--- src/rtl/evp_pkg.sv ---
package evp_pkg;

    typedef enum logic [2:0] {
        SRC_RST_TOP,
        SRC_RST_CLK,
        SRC_RST_WDG,
        SRC_TRAP,
        SRC_SWI,
        SRC_XLINE,
        SRC_ILINE,
        SRC_SPUR
    } src_e;

    typedef struct packed {
        logic       hit;
        logic [7:0] off;
    } pick_t;

    localparam logic [15:0] VEC_RST_TOP = 16'hFFFE;
    localparam logic [15:0] VEC_RST_CLK = 16'hFFFC;
    localparam logic [15:0] VEC_RST_WDG = 16'hFFFA;
    localparam logic [7:0]  OFF_TRAP    = 8'hF8;
    localparam logic [7:0]  OFF_SWI     = 8'hF6;
    localparam logic [7:0]  OFF_SPUR    = 8'h80;
    localparam logic [7:0]  OFF_TOP     = 8'hF4;

    // Peripheral slot s sits two bytes below slot s-1.
    function automatic logic [7:0] slot_off(int unsigned slot);
        return OFF_TOP - 8'(2 * slot);
    endfunction

    function automatic logic [15:0] vec_of(src_e src, logic [7:0] base, logic [7:0] off);
        case (src)
            SRC_RST_TOP: return VEC_RST_TOP;
            SRC_RST_CLK: return VEC_RST_CLK;
            SRC_RST_WDG: return VEC_RST_WDG;
            SRC_TRAP:    return {base, OFF_TRAP};
            SRC_SWI:     return {base, OFF_SWI};
            SRC_XLINE,
            SRC_ILINE:   return {base, off};
            default:     return {base, OFF_SPUR};
        endcase
    endfunction

endpackage

--- src/rtl/evp_line_arb.sv ---
module evp_line_arb
    import evp_pkg::*;
#(
    parameter int unsigned N         = 4,
    parameter int unsigned BASE_SLOT = 0
) (
    input  logic [N-1:0] req,
    input  logic [N-1:0] en,
    input  logic         block,
    output pick_t        pick
);
    logic [N-1:0] live;
    assign live = req & en & {N{~block}};

    // Lowest index carries the highest offset, so it is taken last to win.
    always_comb begin
        pick = '0;
        for (int i = N - 1; i >= 0; i--) begin
            if (live[i]) begin
                pick.hit = 1'b1;
                pick.off = slot_off(BASE_SLOT + i);
            end
        end
    end
endmodule

--- src/rtl/evp_resolve.sv ---
module evp_resolve
    import evp_pkg::*;
(
    input  logic [2:0]  rst_req,
    input  logic        trap_req,
    input  logic        swi_req,
    input  pick_t       xpick,
    input  pick_t       ipick,
    input  logic [7:0]  vbase_hi,
    output logic [15:0] addr
);
    src_e       src;
    logic [7:0] off;

    always_comb begin
        off = 8'h00;
        if (rst_req[0])      src = SRC_RST_TOP;
        else if (rst_req[1]) src = SRC_RST_CLK;
        else if (rst_req[2]) src = SRC_RST_WDG;
        else if (trap_req)   src = SRC_TRAP;
        else if (swi_req)    src = SRC_SWI;
        else if (xpick.hit) begin
            src = SRC_XLINE;
            off = xpick.off;
        end else if (ipick.hit) begin
            src = SRC_ILINE;
            off = ipick.off;
        end else             src = SRC_SPUR;
        addr = vec_of(src, vbase_hi, off);
    end
endmodule

--- src/rtl/evp_ctrl.sv ---
module evp_ctrl
    import evp_pkg::*;
#(
    parameter int unsigned NX = 2,
    parameter int unsigned NI = 8
) (
    input  logic          clk,
    input  logic          rst,
    input  logic [2:0]    rst_req,
    input  logic          trap_req,
    input  logic          swi_req,
    input  logic [NX-1:0] xirq_req,
    input  logic [NX-1:0] xirq_en,
    input  logic [NI-1:0] iirq_req,
    input  logic [NI-1:0] iirq_en,
    input  logic          ibit,
    input  logic          xbit,
    input  logic [7:0]    vbase_hi,
    input  logic          vec_req,
    output logic [15:0]   vec_addr,
    output logic          vec_valid
);
    // NX+NI must not exceed 58 so every slot lands above the spurious offset.
    localparam int unsigned ISLOT0 = NX;

    pick_t       xpick, ipick;
    logic        iblock;
    logic [15:0] next_addr;

    evp_line_arb #(.N(NX), .BASE_SLOT(0)) u_xarb (
        .req(xirq_req), .en(xirq_en), .block(xbit), .pick(xpick)
    );

    assign iblock = ibit | trap_req | swi_req | xpick.hit;

    evp_line_arb #(.N(NI), .BASE_SLOT(ISLOT0)) u_iarb (
        .req(iirq_req), .en(iirq_en), .block(iblock), .pick(ipick)
    );

    evp_resolve u_res (
        .rst_req(rst_req), .trap_req(trap_req), .swi_req(swi_req),
        .xpick(xpick), .ipick(ipick), .vbase_hi(vbase_hi), .addr(next_addr)
    );

    always_ff @(posedge clk) begin
        if (rst) begin
            vec_addr  <= '0;
            vec_valid <= 1'b0;
        end else begin
            vec_valid <= vec_req;
            if (vec_req) vec_addr <= next_addr;
        end
    end
endmodule

--- config.mk ---
export PLATFORM = sky130hd
export DESIGN_NAME = evp_ctrl
export DESIGN_NICKNAME = d
export VERILOG_FILES = /design/src/rtl/evp_pkg.sv /design/src/rtl/evp_line_arb.sv /design/src/rtl/evp_resolve.sv /design/src/rtl/evp_ctrl.sv
export SDC_FILE = /design/constraint.sdc
export NUM_CORES = 1
export LEC_CHECK = 0
export BUFFER_PORTS_ARGS = -buffer_cell sky130_fd_sc_hd__buf_4
export CORE_AREA = 8 8 53 55
export CTS_BUF_LIST = sky130_fd_sc_hd__clkbuf_4
export DETAILED_ROUTE_END_ITERATION = 16
export DIE_AREA = 0 0 61 63
export MAX_ROUTING_LAYER = met4
export PLACE_DENSITY = 0.85
export SYNTH_ARGS = -nofsm -noshare
export SYNTH_HDL_FRONTEND = slang
export SYNTH_SLANG_ARGS = --single-unit
--- constraint.sdc ---
create_clock -name clk -period 1.3 [get_ports clk]
set_clock_uncertainty 0.1 [all_clocks]
set_input_delay 0.13 -clock clk [delete_from_list [all_inputs] [get_ports clk]]
set_output_delay 0.13 -clock clk [all_outputs]
set_load 0.05 [all_outputs]
# ---- Word level (Yosys, flattened, before mapping)
# Cells that the tools add are included.
dict set report totals {
  n_memories 0
  reg_bits 17
  mem_bits_rw 0
  rom_bits 0
  latch_bits 0
  word_cells 44
}
dict set report classes {
  n_eq_ne 6
  shifts 0
  reduce_logical 2
  magnitude_cmp 0
  mul 0
  n_div 0
  n_mux 25
  n_bitwise 9
  add_sub_neg 0
}
# cell count
set op_table {}
lappend op_table {{$pmux W16 S6} 1}
lappend op_table {{$mux W9} 10}
lappend op_table {{$mux W8} 7}
lappend op_table {{$mux W3} 6}
lappend op_table {{$and A8 B8 Y8} 2}
lappend op_table {{$eq A3 B3 Y1 const B} 3}
lappend op_table {{$eq A3 B2 Y1 const B} 2}
lappend op_table {{$and A2 B2 Y2} 2}
lappend op_table {{$eq A3 B1 Y1 const B} 1}
lappend op_table {{$logic_not A3 Y1} 1}
lappend op_table {{$or A1 B1 Y1} 3}
lappend op_table {{$not A1 Y1} 2}
lappend op_table {{$reduce_or A2 Y1} 1}
lappend op_table {{$mux W1} 1}

# ---- Logic depth before layout (Yosys ltp)
dict set report logic_depth {
  word_depth 25
  depth_mapped 5
  depth_no_buf 4
}

# ---- By module
# From an unflattened synthesis, not the netlist that was laid out.
dict set report unflattened {
  hier_cells 144
  hier_area_um2 1167.4
}
# module area_each_um2 cells_per_inst seq_area_each_um2 n_inst
set by_module_without_submodules {}
lappend by_module_without_submodules {evp_ctrl 615.6 55 340.3 1}
lappend by_module_without_submodules {evp_resolve 307.8 51 0.0 1}
lappend by_module_without_submodules {{evp_line_arb (u_iarb)} 163.9 26 0.0 1}
lappend by_module_without_submodules {{evp_line_arb (u_xarb)} 80.1 12 0.0 1}

# ---- Worst setup path after synthesis
# No wires, ideal clock.
dict set report synth_path {
  path_type {register -> register}
  startpoint {register, netlist name vec_addr[1]}
  endpoint {register vec_addr[1]}
  arrival_ps 1041
  setup_ps 79
  stages_incl_launch_ff 4
  path_buffers 0
  synth_period_minus_slack_ps 1220
  setup_slack_ps 80
  required_ps 1121
  cell_sequence {dfxtp_1 > a21oi_1 > o221a_2 > a211oi_2}
}
# element line
set synth_lines {}
lappend synth_lines {{end signal, assigned} evp_ctrl.sv:51} ;# if (vec_req) vec_addr <= next_addr;
lappend synth_lines {{end, declared} evp_ctrl.sv:20} ;# output logic [15:0] vec_addr,

==> flow_metrics.tcl <==
set metrics [dict create \
    outcome "complete, no violations" \
    synth_edf_count 0 \
    cp_slowest_cell "dlygate4sd3_1" \
    htreeDepth 1 \
    most_frequent_standard_cell_in_the_layout_excluding_fill_and_tap_cells "buf_4" \
    layout.core_utilization 0.6022 \
    placementRows 17 \
    timing.final.max_slew_violations 0 \
    seqCellArea_um2 300.3 \
    dp_slack_ns -0.02012 \
    cp_data_arrival_time_ns 1.31 \
    cts_buffer_depth 2 \
    clkSinkCount 15 \
    reg2regPathDepth 3 \
    drt_first_pass_iters 4 \
    hpwlAfterDp_mm 2.197 \
    tritoncts "yes" \
    worst-endpoint-required_ns 1.35 \
    path_cells "dlygate4sd3_1, buf_4, clkinv_1, a22oi_1, a311oi_1" \
    timing.final.ws_setup_ns 0.03408 \
    syn-instance-count 84 \
    sequential_element_share_of_the_synthesized_area 0.3947 \
    power_density_nw_per_um2 978.9 \
    antenna_cells_inserted 0 \
    initialDrtViolationCount 35 \
    placement.cell_area_um2 1185 \
    numCtsBuffers 3 \
    gr-total-overflow 0 \
    r2r_start "vec_addr[1]" \
    global_route_wire_length_before_repair_mm 4.015 \
    initial_antenna_violation_count 0 \
    min-delay-path-class "in -> reg" \
    crit-reg2reg-capture "vec_addr[1]" \
    yosys_register_bits 15 \
    grt_max_degree 18 \
    gr-usage-all-layers 0.1340 \
    cts_root_buffer "clkbuf_4" \
    clk_transition_reported_paths_ns 0.09 \
    fillers 194 \
    synth_area_per_cell_um2 9.056 \
    io_buffer_count 53 \
    vias 895 \
    grt_pass1_vias 911 \
    path_max_fanout 6 \
    worstSetupEndpointType "flip-flop" \
    total_leakage_power_nw 0.5677 \
    timing.hold.worst.start "vbase_hi[4]" \
    hold_end "vec_addr[12]" \
    clock.fmax_mhz 789.9 \
    clk-insertion-delay-late_ns 0.28 \
    worst_setup_path_start_kind "primary input" \
    slowest_delay_ns 0.53 \
    synth.cell_area_um2 760.7 \
    core-area_um2 2063 \
    finalWirelength_mm 2.549 \
    worstSetupStartpoint "rst" \
    ir_worst_vdd_mv 0.4114 \
    synth_flop_cell "dfxtp_1" \
    report.final.setup_viol 0 \
    worstHoldPathCells 2 \
    die_h_um 63 \
    most-common-layout-cells "buf_4, dfxtp_1, nor2_1" \
    grt_setup_unrepaired "no" \
    detail_route.vias_per_cell 5.265 \
    final_hold_viol_count 0 \
    setup.reg_to_reg.worst_slack_ns 0.34 \
    top_level_ports 55 \
    fraction_of_synthesis_flops_using_an_asynchronous_set_or_reset_pin 0 \
    drtAntennaViolNets 0 \
    drc 0 \
    fp.dieArea_um2 3843 \
    postLayoutCellArea_um2 1242 \
    final_net_count 181 \
    period_minus_slack_ns 1.266 \
    cp_class "in -> reg" \
    final_min_period_over_clock_period 0.9738 \
    wl_per_cell_um 14.99 \
    ratio_of_cells_with_drive_above_1_in_the_final_layout 0.5211 \
    area.growth.synth_to_final_pct 63.32 \
    synth.net_count 122 \
    cts.repair.resized 0 \
    cap_viol_max_count 0 \
    yosys.cell_types.count 32 \
    die_w_um 61 \
    multi_input_gate_area_in_the_final_layout_um2 425.4 \
    place_congestion 0.9735 \
    start_util 0.3687 \
    ys.warnings.count 0 \
]
==> report_power, final <==
group	total, mW	leakage, nW	internal [mW]	switching (mW)
Sequential	0.517	0.126	0.497	0.0199
Clock	0.255	0.0177	0.114	0.141
Combinational	0.445	0.424	0.184	0.261
Total	1.22	0.568	0.794	0.422
==> worst max-delay path by stage <==
stage                  endpoint  slack, ns  depth (start not counted)
CTS                 vec_addr[2]       0.04                          5
finish              vec_addr[2]       0.03                          5
global route        vec_addr[2]      0.003                          5
global placement    vec_addr[2]      0.001                          5
detailed placement  vec_addr[1]      -0.02                          5
floorplan           vec_addr[1]       0.08                          3
==> metal layers <==
| layer | GRT usage | routed length, um |
|---|---|---|
| met4 | 0.03499 | 0 |
| met2 | 0.2209 | 1195 |
| met5 | - | 0 |
| met3 | 0.04938 | 311 |
| met1 | 0.1449 | 1042 |
==> registers in the layout, indices dropped and copies added, names as in the netlist <==
register and cells:
vec_valid 1, vec_addr 14
==> kinds of logic (layout without fill, tap and decap cells) <==
| family | after synthesis | count (layout) | synth area share |
|---|---|---|---|
| simple gates | 31 | 31 | 0.2072 |
| compound gates | 30 | 30 | 0.3470 |
| flops | 15 | 15 | 0.3947 |
| buf+inv | 7 | 65 | 0.04603 |
| other cells | 1 | 1 | 0.004929 |
==> through the flow <==
step	TNS [ns]	hold slack (ns)	power, mW	instances
after floorplan	0	0.09669	0.7759	84
after global placement	0	0.2385	0.9583	163
after detailed placement	-0.03415	0.2400	0.9663	163
after CTS	0	0.005614	1.231	168
after global routing	0	0.001520	1.290	170
final	0	0.01901	1.216	170
==> final cells by class <==
class,count,share of cell area
clock inverters,1,0.004028
well taps,28,0.02820
clock buffers,3,0.01813
inverters,3,0.009063
flip-flops and latches,15,0.2417
repair buffers,58,0.3565
multi-input cells,62,0.3424
==> cells in the mapped netlist, types with 2 or more instances <==
cell	n	area, um^2
nor3_1	2	10.01
o21ai_0	2	10.01
inv_1	2	7.510
nor2_1	12	45.04
a22oi_1	6	45.04
buf_4	2	15.01
nand4_1	2	12.51
and2_1	2	12.51
dfxtp_1	15	300.3
o221a_2	9	101.4
nand2_1	6	22.52
a21oi_1	3	15.01
a311oi_1	2	17.52
==> worst max-delay path: cells and delay by family <==
kind	cells	cell delay, ns
AO/OA/AOI/OAI	2	0.43
buffers and inverters	3	0.75
==> repair_timing <==
item	in CTS	in global routing
endpoints found under the hold margin	4	2
buffers inserted	0	0
hold buffers	1	2
(Power assumes the default switching activity.)
